===== src/rtl/mm_pkg.sv =====
package mm_pkg;
  // strobes from control to datapath
  typedef struct packed {
    logic clear;   // new window: zero counts, capture configuration
    logic count;   // this bit is inside an open window
    logic finish;  // this bit closes the window
  } ctlStrobe_t;
endpackage


===== src/rtl/mm_select_path.sv =====
module mm_select_path #(
  parameter int NUM_SLICERS = 4,
  parameter int NUM_TAPS    = 2,
  parameter int IDX_W       = (NUM_SLICERS > 1) ? $clog2(NUM_SLICERS) : 1,
  localparam int HIST_N     = 2 ** NUM_TAPS
) (
  input  logic [NUM_SLICERS-1:0]  slicerBits,
  input  logic [HIST_N*IDX_W-1:0] selTable,
  input  logic [NUM_TAPS-1:0]     history,
  output logic                    decision,
  output logic [IDX_W-1:0]        selIdx
);
  always_comb begin
    selIdx = selTable[int'(history)*IDX_W +: IDX_W];
    if ({1'b0, selIdx} < (IDX_W+1)'(NUM_SLICERS))
      decision = slicerBits[selIdx];
    else
      decision = 1'b0;
  end
endmodule


===== src/rtl/mm_control.sv =====
module mm_control
  import mm_pkg::*;
(
  input  logic       clk,
  input  logic       rstN,
  input  logic       start,
  input  logic       bitValid,
  input  logic       windowHit,
  output ctlStrobe_t strobe,
  output logic       busy,
  output logic       done
);
  always_comb begin
    strobe.clear  = start;
    strobe.count  = busy & bitValid & ~start;
    strobe.finish = busy & bitValid & ~start & windowHit;
  end

  always_ff @(posedge clk or negedge rstN) begin
    if (!rstN) begin
      busy <= 1'b0;
      done <= 1'b0;
    end else if (strobe.clear) begin
      busy <= 1'b1;
      done <= 1'b0;
    end else if (strobe.finish) begin
      busy <= 1'b0;
      done <= 1'b1;
    end
  end
endmodule


===== src/rtl/mm_datapath.sv =====
module mm_datapath
  import mm_pkg::*;
#(
  parameter int NUM_SLICERS = 4,
  parameter int NUM_TAPS    = 2,
  parameter int CNT_W       = 32,
  parameter int IDX_W       = (NUM_SLICERS > 1) ? $clog2(NUM_SLICERS) : 1,
  localparam int HIST_N     = 2 ** NUM_TAPS
) (
  input  logic                    clk,
  input  logic                    rstN,
  input  ctlStrobe_t              strobe,
  input  logic                    bitValid,
  input  logic [IDX_W-1:0]        substIdx,
  input  logic [CNT_W-1:0]        windowLen,
  input  logic [HIST_N*IDX_W-1:0] selTable,
  input  logic [NUM_SLICERS-1:0]  slicerBits,
  input  logic                    extraBit,
  output logic                    windowHit,
  output logic                    dataOut,
  output logic [IDX_W-1:0]        mainSelIdx,
  output logic [IDX_W-1:0]        capIdx,
  output logic [CNT_W-1:0]        errCount,
  output logic [CNT_W-1:0]        bitCount
);
  localparam int NUM_PATHS = 2;  // 0 = live, 1 = replica
  localparam logic [CNT_W-1:0] CNT_MAX = '1;

  logic [NUM_TAPS-1:0]    history;
  logic [CNT_W-1:0]       capWin;
  logic [NUM_SLICERS-1:0] pathBits [NUM_PATHS];
  logic                   pathDec  [NUM_PATHS];
  logic [IDX_W-1:0]       pathIdx  [NUM_PATHS];
  logic                   mismatch;

  // replica comparator vector: one position swapped for the extra comparator
  for (genvar i = 0; i < NUM_SLICERS; i++) begin : g_subst
    assign pathBits[0][i] = slicerBits[i];
    assign pathBits[1][i] = (capIdx == IDX_W'(i)) ? extraBit : slicerBits[i];
  end

  for (genvar p = 0; p < NUM_PATHS; p++) begin : g_path
    mm_select_path #(
      .NUM_SLICERS(NUM_SLICERS),
      .NUM_TAPS   (NUM_TAPS),
      .IDX_W      (IDX_W)
    ) u_sel (
      .slicerBits(pathBits[p]),
      .selTable  (selTable),
      .history   (history),
      .decision  (pathDec[p]),
      .selIdx    (pathIdx[p])
    );
  end

  assign mismatch   = pathDec[0] ^ pathDec[1];
  assign mainSelIdx = pathIdx[0];
  assign dataOut    = history[0];
  assign windowHit  = (capWin != '0) && (bitCount == capWin - CNT_W'(1));

  // live decision history, newest in bit 0
  always_ff @(posedge clk or negedge rstN) begin
    if (!rstN)
      history <= '0;
    else if (bitValid) begin
      if (NUM_TAPS > 1)
        history <= {history[NUM_TAPS-2:0], pathDec[0]};
      else
        history <= NUM_TAPS'(pathDec[0]);
    end
  end

  // configuration captured per window
  always_ff @(posedge clk or negedge rstN) begin
    if (!rstN) begin
      capIdx <= '0;
      capWin <= '0;
    end else if (strobe.clear) begin
      capIdx <= substIdx;
      capWin <= windowLen;
    end
  end

  // saturating window counters
  always_ff @(posedge clk or negedge rstN) begin
    if (!rstN) begin
      errCount <= '0;
      bitCount <= '0;
    end else if (strobe.clear) begin
      errCount <= '0;
      bitCount <= '0;
    end else if (strobe.count) begin
      if (bitCount != CNT_MAX)
        bitCount <= bitCount + CNT_W'(1);
      if (mismatch && errCount != CNT_MAX)
        errCount <= errCount + CNT_W'(1);
    end
  end
endmodule


===== src/rtl/margin_monitor.sv =====
module margin_monitor
  import mm_pkg::*;
#(
  parameter int NUM_SLICERS = 4,
  parameter int NUM_TAPS    = 2,
  parameter int CNT_W       = 32,
  localparam int IDX_W      = (NUM_SLICERS > 1) ? $clog2(NUM_SLICERS) : 1,
  localparam int HIST_N     = 2 ** NUM_TAPS
) (
  input  logic                    clk,
  input  logic                    rstN,
  input  logic                    start,
  input  logic [IDX_W-1:0]        substIdx,
  input  logic [CNT_W-1:0]        windowLen,
  input  logic [HIST_N*IDX_W-1:0] selTable,
  input  logic [NUM_SLICERS-1:0]  slicerBits,
  input  logic                    extraBit,
  input  logic                    bitValid,
  output logic                    dataOut,
  output logic                    busy,
  output logic                    done,
  output logic [CNT_W-1:0]        errCount,
  output logic [CNT_W-1:0]        bitCount
);
  ctlStrobe_t       strobe;
  logic             windowHit;
  logic [IDX_W-1:0] mainSelIdx;
  logic [IDX_W-1:0] capIdx;

  mm_control u_ctl (
    .clk      (clk),
    .rstN     (rstN),
    .start    (start),
    .bitValid (bitValid),
    .windowHit(windowHit),
    .strobe   (strobe),
    .busy     (busy),
    .done     (done)
  );

  mm_datapath #(
    .NUM_SLICERS(NUM_SLICERS),
    .NUM_TAPS   (NUM_TAPS),
    .CNT_W      (CNT_W),
    .IDX_W      (IDX_W)
  ) u_dp (
    .clk       (clk),
    .rstN      (rstN),
    .strobe    (strobe),
    .bitValid  (bitValid),
    .substIdx  (substIdx),
    .windowLen (windowLen),
    .selTable  (selTable),
    .slicerBits(slicerBits),
    .extraBit  (extraBit),
    .windowHit (windowHit),
    .dataOut   (dataOut),
    .mainSelIdx(mainSelIdx),
    .capIdx    (capIdx),
    .errCount  (errCount),
    .bitCount  (bitCount)
  );
endmodule


===== config.mk =====
export PLATFORM = sky130hd
export DESIGN_NAME = margin_monitor
export DESIGN_NICKNAME = d
export VERILOG_FILES = /design/src/rtl/mm_pkg.sv /design/src/rtl/mm_select_path.sv /design/src/rtl/mm_control.sv /design/src/rtl/mm_datapath.sv /design/src/rtl/margin_monitor.sv
export SDC_FILE = /design/constraint.sdc
export NUM_CORES = 1
export LEC_CHECK = 0
export BUFFER_PORTS_ARGS = -buffer_cell sky130_fd_sc_hd__buf_2
export CAP_MARGIN = 15
export CORE_UTILIZATION = 56
export CTS_CLUSTER_DIAMETER = 200
export CTS_CLUSTER_SIZE = 10
export DETAILED_ROUTE_END_ITERATION = 7
export PLACE_DENSITY = 0.83
export SKIP_LAST_GASP = 1
export SYNTH_ARGS = -nofsm -noshare
export SYNTH_HDL_FRONTEND = slang
export SYNTH_HIERARCHICAL = 1
export SYNTH_SLANG_ARGS = --single-unit

===== constraint.sdc =====
create_clock -name clk -period 3.7 [get_ports clk]
set_input_delay 0.185 -clock clk [delete_from_list [all_inputs] [get_ports clk]]
set_output_delay 0.185 -clock clk [all_outputs]
set_load 0.005 [all_outputs]

# ---- After elaboration in Yosys (flattened, before gate mapping)
# Cells that the tools add are included.
dict set report word_totals {
  reg_bits 102
  inputBits 51
  out_inout_bits 67
  word_cells 51
}
dict set report op_classes {
  n_addsub 3
  magnitude_cmp 1
  n_eq_ne 6
  n_shift 1
  muxes 18
  n_bitwise 5
  n_reduce_logical 10
}
# cell n
set ops {}
lappend ops {{2-to-1 mux 32 bit} 6}
lappend ops {{adder 32 x 1 -> 32 bit, second input constant} 2}
lappend ops {{!= test 32 bit, second input constant} 2}
lappend ops {{== test 32 bit} 1}
lappend ops {{nonzero test 32 bit} 1}
lappend ops {{subtractor 32 x 1 -> 32 bit, second input constant} 1}
lappend ops {{2-to-1 mux 1 bit} 10}
lappend ops {{nonzero test 2 bit} 4}
lappend ops {{variable part select 8 x 4 -> 2 bit} 1}
lappend ops {{binary-select mux 1 bit (select 2 bit)} 2}
lappend ops {{== test 2 bit, second input constant} 2}
lappend ops {{AND reduction 2 bit} 2}
lappend ops {{AND 1 bit} 3}
lappend ops {{< comparator 2 x 3 -> 1 bit, second input constant} 1}
lappend ops {{== test 2 x 1 -> 1 bit, second input constant} 1}
lappend ops {{logical AND 1 bit} 2}
lappend ops {{logical NOT 2 bit} 1}
lappend ops {{inverter 1 bit} 1}
lappend ops {{bitwise XOR 1 bit} 1}

# ---- Depth between registers and ports, before layout
# Gate-level depths: netlist of run 1.
dict set report depth {
  word_depth 9
  depth_mapped 12
  ltp_nobuf 11
}

# ---- Modules after synthesis
# The synthesis of run 1 kept the hierarchy.
# module instances cells_per_inst area_each_um2 seq_area_each_um2
set by_module_without_submodules {}
lappend by_module_without_submodules {mm_datapath 1 613 5853.1 2502.4}
lappend by_module_without_submodules {mm_select_path 2 5 78.8 0.0}
lappend by_module_without_submodules {mm_control 1 10 98.8 50.0}

# ---- Worst setup path after synthesis of run 1
# Ideal clock, no wire load.
dict set report synth_path {
  path_kind {register -> register}
  startpoint {register u_dp.capWin[0]}
  endpoint {register u_ctl.busy}
  setup_time_ps 118
  arrival_ps 2970
  required_ps 3582
  path_slack_ps 612
  path_stages_with_launch 12
  path_buffers 0
  period_less_slack_ps 3088
  cell_sequence {dfrtp_1 > inv_1 > ha_1 > nor4b_2 > nand4b_4 > or4_4 > or4_1 > o31ai_1 > o2bb2ai_1 > nor4_2 > nand2_1 > a21o_1}
}
dict set report synth_via {
  elab_chain_len 5
  word_cells_on_any_way 6
  classes_between {add/sub: 1; eq/ne: 1; bitwise: 1; reduce/logical: 3}
}
# element line_no
set synth_rtl {}
lappend synth_rtl {{from (decl)} mm_datapath.sv:30} ;# logic [CNT_W-1:0] capWin;
lappend synth_rtl {{from (signal assigned)} mm_datapath.sv:80} ;# capWin <= windowLen;
lappend synth_rtl {{subtractor 32 x 1 -> 32 bit} mm_datapath.sv:59} ;# assign windowHit = (capWin != '0) && (bitCount == capWin - CNT_W'(1));
lappend synth_rtl {{== test 32 bit} mm_datapath.sv:59}
lappend synth_rtl {{logical AND 1 bit *} mm_datapath.sv:59}
lappend synth_rtl {{via windowHit} margin_monitor.sv:26} ;# logic windowHit;
lappend synth_rtl {{AND 1 bit *} mm_control.sv:16} ;# strobe.finish = busy & bitValid & ~start & windowHit;
lappend synth_rtl {{nonzero test 2 bit (no source line) *} -}
lappend synth_rtl {{to (signal assigned)} mm_control.sv:21} ;# busy <= 1'b0;
lappend synth_rtl {{to (signal assigned)} mm_control.sv:24} ;# busy <= 1'b1;
lappend synth_rtl {{to (signal assigned)} mm_control.sv:27} ;# busy <= 1'b0;
lappend synth_rtl {{to (decl)} mm_control.sv:10} ;# output logic busy,
# The timed path passes the listed nets; every way through them passes the cells marked *.
# A chain may end at the register's enable or synchronous reset.

# ---- Worst setup path in the final report of run 1
# Same ends and word-level chain as after synthesis.

==> results of run 1 <==
cell usage in the layout (no fill, tap or decap), types with 3 or more instances in the layout:
cell	instances
xnor2_1	38
nor2_1	83
and2_1	3
xor2_1	57
nand2b_1	5
nand4b_1	4
nand4_1	19
a211oi_1	4
buf_2	115
and4_1	13
ha_1	3
and3_1	19
o211ai_1	5
or3_1	4
dlygate4sd3_1	4
nor4_1	13
clkbuf_8	9
nand2_1	42
mux2i_1	12
a21oi_1	12
buf_4	13
nand3_1	31
dfrtp_1	102
o21a_1	3
mux2_2	35
nor2b_1	8
inv_1	10
o21ai_0	15
nor3_1	20
a31oi_1	4
where the power goes:
| group | total, mW | internal (mW) | switching [mW] |
|---|---|---|---|
| logic | 0.437 | 0.223 | 0.214 |
| registers | 1.26 | 1.17 | 0.0878 |
| clock network | 0.746 | 0.323 | 0.424 |
| total | 2.44 | 1.71 | 0.726 |
final cells by class:
cell class	instances	area, um2	area share (%)
clock buffers	9	124	1.75
clock inverters	7	82.6	1.17
inverters	10	37.5	0.531
multi-input cells	492	3380	47.9
flip-flops and latches	102	2550	36.1
well taps	136	170	2.41
repair buffers	132	713	10.1
per-layer routing:
metal | wire, um | vias to the layer above | track usage (%)
li1 | - | 2487 | -
met1 | 6600 | 2513 | 36.1
met2 | 7240 | 179 | 45.9
met3 | 925 | 18 | 6.81
met4 | 222 | 0 | 7.94
met5 | 0 | - | 0
worst max-delay path: cells and delay by family (launching register included):
kind | cells | cell delay [ns]
compound gates | 3 | 0.38
fa+ha+maj | 1 | 0.20
buf+inv | 1 | 0.09
flops | 1 | 0.42
simple gates | 6 | 2.12
flip-flops by register name, summed over array words and instances (netlist names):
| signal | flops |
|---|---|
| u_dp/bitCount | 32 |
| u_dp/capWin | 32 |
| u_dp/errCount | 32 |
| u_dp/capIdx | 2 |
| u_dp/history | 2 |
| u_ctl/busy | 1 |
| u_ctl/done | 1 |
worst max-delay path by stage:
stage               cells past startpoint    endpoint  slack, ns
floorplan                              11  u_ctl/busy       0.64
global placement                        9  u_ctl/busy       0.46
detailed placement                      9  u_ctl/busy       0.41
CTS                                    11  u_ctl/busy       0.38
global route                           11  u_ctl/busy       0.20
finish                                 11  u_ctl/busy       0.40
==> summary.md, run 1 <==
| Metric | Value |
|---|---|
| Resized cells post-CTS | `0` |
| DIE WIDTH | `106 um` |
| Worst setup margin | `about 0.40 ns` |
| DRC | `0` |
| Fillers | `875` |
| Synth-to-layout area growth | `15.8%` |
| Hold slack | `0.00795 ns` |
| Port-buffer cells | `117` |
| Worst EP arrival | `3.61 ns` |
| Slew margin rel. | `32.8%` |
| Placer Congestion | `0.942` |
| Largest net degree at the start of global routing | `83` |
| Core Footprint | `about 10000 um2` |
| Clock Latency Late Sink | `0.41 ns` |
| Num CTS Buffers | `9` |
| Worst slack at placement | `0.414 ns` |
| Worst setup SP type | `flop` |
| Clock tree buffer depth | `2` |
| CTS Root Cell | `clkbuf_8` |
| Cell Rows | `37` |
| Total track usage | `27.8%` |
| N_diodes | `0` |
| Tightest Pin Transition | `1.01 ns` |
| Placed cell area | `6820 um2` |
| Clock Sinks | `between 100 and 150` |
| H-tree level count | `3` |
| Setup crit end kind | `flop` |
| Post-route antenna net violation count | `0` |
| Layout cell share with drive strength beyond 1 | `25.5%` |
| Post-layout nets | `between 800 and 900` |
| Fin crit share | `approximately nine tenths` |
| Final TNS setup | `0 ns` |
| CTS tree | `done` |
| Critical path cell sequence | `inv_1, ha_1, nor4b_2, nand4b_4, or4_4, or4_1, o31ai_1, o2bb2ai_1, nor4_2, nand2_1, a21o_1` |
| Detailed Route Iter0 Violations | `285` |
| Reg2Reg Depth | `11` |
| Die area | `approximately 11000 um2` |
| Worst setup path start | `u_dp/capWin[0]` |
| Syn avg cell area | `9.65 um2` |
| Critical hold path startpoint | `windowLen[16]` |
| Gr ovfl total | `0` |
| Dpl cells | `868` |
| Non-filler instance count after layout | `888` |
| Cell Area, Synth | `6100 um2` |
| Final hold vios | `0` |
| Final Max Tran Viols | `0` |
| Vias in the first global route | `4956` |
| Clk_skew | `approximately 0.016 ns` |
| RR Endpoint | `u_ctl/busy` |
| Maximum clock frequency | `303 MHz` |
| Post-CTS Setup Bufs | `0` |
| Via/cell ratio | `5.85` |
| Pwr Total | `about 2.4 mW` |
| CP required | `approximately 4 ns` |
| First-pass GRT wire length | `24300 um` |
| Hold Buf Count CTS | `3` |
| Outcome | `finished clean` |
| Syn. warnings | `6` |
| IR drop worst, VDD | `0.000290 V` |
| Avg WL per Cell | `16.9 um` |
| Max-Cap Viols | `0` |
| Syn_nets | `686` |
| Fin util | `67.5%` |
| Final setup violation count | `0` |
| RSZ-0062 raised after global routing | `false` |
| Final WL | `~15000 um` |
| Vias | `5197` |
| Min-Delay Path Depth | `3` |
| Clk slew on worst S/H paths | `approximately 0.11 ns` |
| Synthesized netlist cell count | `between 600 and 700` |
| Starting Density | `58.3%` |
| IO Count | `118` |
| Hold WC Path Type | `in -> reg` |
| DP HPWL | `10900 um` |
| CP Max Fanout | `10` |
| Crit path largest cell delay | `0.57 ns` |
| Leakage power | `3.22 nW` |
| Design Area, Final | `7060 um2` |
| DR pass1 iterations | `5` |
| Antenna violations before repair | `0` |
| Pwr dens | `345 nW/um2` |
| CP max stage cell | `or4_4` |
| Hold Crit Endpoint | `u_dp/capWin[16]` |
| Min Tclk post-route | `3.30 ns` |
| Flop2flop setup slack | `roughly 0.40 ns` |
| Reg2Reg Launch Point | `u_dp/capWin[0]` |
| CP Class | `reg -> reg` |
| Die Ht | `106 um` |
Note: power is estimated with default switching activity, not from simulation.
==> run 2: changes to the inputs <==
--- a/config.mk
+++ b/config.mk
@@ -7,13 +7,14 @@
 export LEC_CHECK = 0
 export BUFFER_PORTS_ARGS = -buffer_cell sky130_fd_sc_hd__buf_2
 export CAP_MARGIN = 15
-export CORE_UTILIZATION = 56
+export CORE_UTILIZATION = 25
 export CTS_CLUSTER_DIAMETER = 200
 export CTS_CLUSTER_SIZE = 10
 export DETAILED_ROUTE_END_ITERATION = 7
-export PLACE_DENSITY = 0.83
+export PLACE_DENSITY = 0.44
 export SKIP_LAST_GASP = 1
 export SYNTH_ARGS = -nofsm -noshare
 export SYNTH_HDL_FRONTEND = slang
 export SYNTH_HIERARCHICAL = 1
 export SYNTH_SLANG_ARGS = --single-unit
+export TNS_END_PERCENT = 100
==> run 2 against run 1 <==
- fmax fell by 1.6%
- routed wire length rose by 14%
- design area rose by 4.2%
- worst setup slack got worse by 0.053 ns
- critical endpoint unchanged
- via count fell by 3.1%
- largest cell class unchanged
- non-clock buffer count fell by 2
- first-iteration DRC count fell by 13%
==> summary.md, run 2 (synthesized netlist as in run 1, its figures left out) <==
| Metric | Value |
|---|---|
| Outcome | `finished clean` |
| Vias in the first global route | `4919 (-0.75%)` |
| Worst EP arrival | `3.60 ns (about the same)` |
| Core Footprint | `23700 um2 (+130%)` |
| Starting Density | `25.7% (-33 points)` |
| Vias | `5035 (-3.1%)` |
| Dpl cells | `1052 (+21%)` |
| CP Max Fanout | `10 (unchanged)` |
| Detailed Route Iter0 Violations | `248 (-13%)` |
| DRC | `0 (unchanged)` |
| CP top delay family | `simple AND/OR/NAND/NOR gates` |
| Die Ht | `158 um (+49%)` |
| Via/cell ratio | `4.71 (-20%)` |
| Reg2Reg Launch Point | `u_dp/capWin[8]` |
| Min Tclk post-route | `3.35 ns (+0.0535 ns)` |
| Worst setup SP type | `flop` |
| Pwr dens | `364 nW/um2 (+5.3%)` |
| Avg WL per Cell | `16.0 um (-5.1%)` |
| Cell Rows | `56 (+51%)` |
| DIE WIDTH | `158 um (+49%)` |
| IO Count | `118 (unchanged)` |
| Clock tree buffer depth | `2 (unchanged)` |
| Leakage power | `3.25 nW (+0.95%)` |
| Met1 Usage GRT | `18.7% (-17 points)` |
| Resized cells post-CTS | `0 (unchanged)` |
| IR drop worst, VDD | `0.000206 V (-29%)` |
| CTS Root Cell | `clkbuf_16` |
| Final TNS setup | `0 ns (unchanged)` |
| CTS tree | `done` |
| N_diodes | `0 (unchanged)` |
| Most frequent cells in the layout | `buf_2 (115), dfrtp_1 (102), nor2_1 (83), xor2_1 (57), nand2_1 (42)` |
| Clock Latency Late Sink | `0.35 ns (-0.06 ns)` |
| CP required | `3.95 ns (-0.06 ns)` |
| Met3 usage | `4.24% (-2.6 points)` |
| Die area | `25000 um2 (+120%)` |
| DR pass1 iterations | `4 (-1)` |
| CP max stage cell | `or4_1` |
| Maximum clock frequency | `298 MHz (-1.6%)` |
| Most Crowded Layer GR | `met2` |
| Synth-to-layout area growth | `20.7%` |
| Setup crit end kind | `flop` |
| Gr ovfl total | `0 (unchanged)` |
| Largest net degree at the start of global routing | `77 (-7.2%)` |
| Final hold vios | `0 (unchanged)` |
| Fin crit share | `90.6% (+1.4 points)` |
| Final setup violation count | `0 (unchanged)` |
| Post-layout nets | `799 (-0.25%)` |
| Crit path largest cell delay | `0.65 ns (+0.08 ns)` |
| Tightest Pin Transition | `0.890 ns (-0.118 ns)` |
| Critical hold path startpoint | `windowLen[16]` |
| Critical path cell sequence | `or4_1, nand4b_4, or4_4, or4_1, o31ai_1, o2bb2ai_1, nor4_2, nand2_1, a21o_1` |
| Final Max Tran Viols | `0 (unchanged)` |
| Clock Sinks | `102 (unchanged)` |
| Met2 usage | `23.4% (-23 points)` |
| Slew margin rel. | `40.7% (+7.9 points)` |
| Placer Congestion | `0.877 (-6.9%)` |
| Max-Cap Viols | `0 (unchanged)` |
| Crit path top cell by count | `or4_1` |
| Commonest non-fill, non-tap cell in the layout | `buf_2` |
| H-tree level count | `3 (unchanged)` |
| Total track usage | `14.4% (-13 points)` |
| Non-filler instance count after layout | `1069 (+20%)` |
| Largest regs | `u_dp/bitCount: 32 flops, u_dp/capWin: 32 flops, u_dp/errCount: 32 flops` |
| Hold WC Path Type | `in -> reg` |
| Num CTS Buffers | `9 (unchanged)` |
| Port-buffer cells | `117 (unchanged)` |
| Fin util | `31.1% (-36 points)` |
| DP HPWL | `12500 um (+15%)` |
| First-pass GRT wire length | `27600 um (+14%)` |
| Layout cell share with drive strength beyond 1 | `25.7% (+0.20 points)` |
| Antenna violations before repair | `0 (unchanged)` |
| Clk_skew | `0.0124 ns (-0.00330 ns)` |
| Final WL | `17100 um (+14%)` |
| Post-route antenna net violation count | `0 (unchanged)` |
| Worst path buffer plus inverter count | `0 (-1)` |
| CP Class | `reg -> reg` |
| Worst setup path start | `u_dp/capWin[8]` |
| RSZ-0062 raised after global routing | `false` |
| Clk slew on worst S/H paths | `0.08 ns (-0.03 ns)` |
## run 2: power breakdown
group          switching [mW]  internal (mW)
sequential             0.0856           1.17
combinational           0.222          0.222
clock                   0.453          0.527
total                   0.761           1.92
## run 2: worst paths after layout
kind | endpoint | slack [ns] | depth (start not counted)
hold / removal | u_dp/capWin[16] | 0.06 | 3
max in group asynchronous | u_dp/capWin[24] | 2.41 | 3
setup / recovery | u_ctl/busy | 0.35 | 9
min in group asynchronous | u_dp/capWin[8] | 0.48 | 2
hold reg to reg | u_ctl/done | 0.54 | 2
setup reg to reg | u_ctl/busy | 0.35 | 9
## run 2: per-layer routing
metal,share of wire (%),wire [um]
met1,46,7790
met5,0,0
met3,6.4,1100
met4,0.95,162
met2,47,8070
## run 2: per-stage QoR
stage | setup slack, ns | instance area (um2) | total power, mW | hold WS [ns]
finish | 0.348 | 7360 | 2.68 | 0.0587
global route | 0.180 | 7360 | 2.83 | 0.0498
CTS | 0.331 | 7360 | 2.74 | 0.0419
detailed placement | 0.355 | 7050 | 1.73 | 0.364
global placement | 0.433 | 7050 | 1.73 | 0.372
floorplan | 0.638 | 6100 | 1.56 | -0.111
## run 2: area by class of cell
| type | count | area (um2) |
|---|---|---|
| timing repair buffer | 130 | 691 |
| sequential | 102 | 2550 |
| tap | 319 | 399 |
| inverter | 10 | 37.5 |
| multi-input combinational | 492 | 3380 |
| fill | 2588 | 16300 |
| clock buffer | 9 | 225 |
| clock inverter | 7 | 72.6 |
## run 2: worst reg2reg max path, stage by stage (launching register included)
cell       delay (ns)
dfrtp_1          0.43
or4_1            0.65
nand4b_4         0.31
or4_4            0.58
or4_1            0.48
o31ai_1          0.09
o2bb2ai_1        0.14
nor4_2           0.30
nand2_1          0.08
a21o_1           0.18
## run 2: what timing repair did
item / in CTS / in global routing
hold buffers: 1 / 0
hold endpoints to repair: 16 / 0
setup buffers: 0 / 0
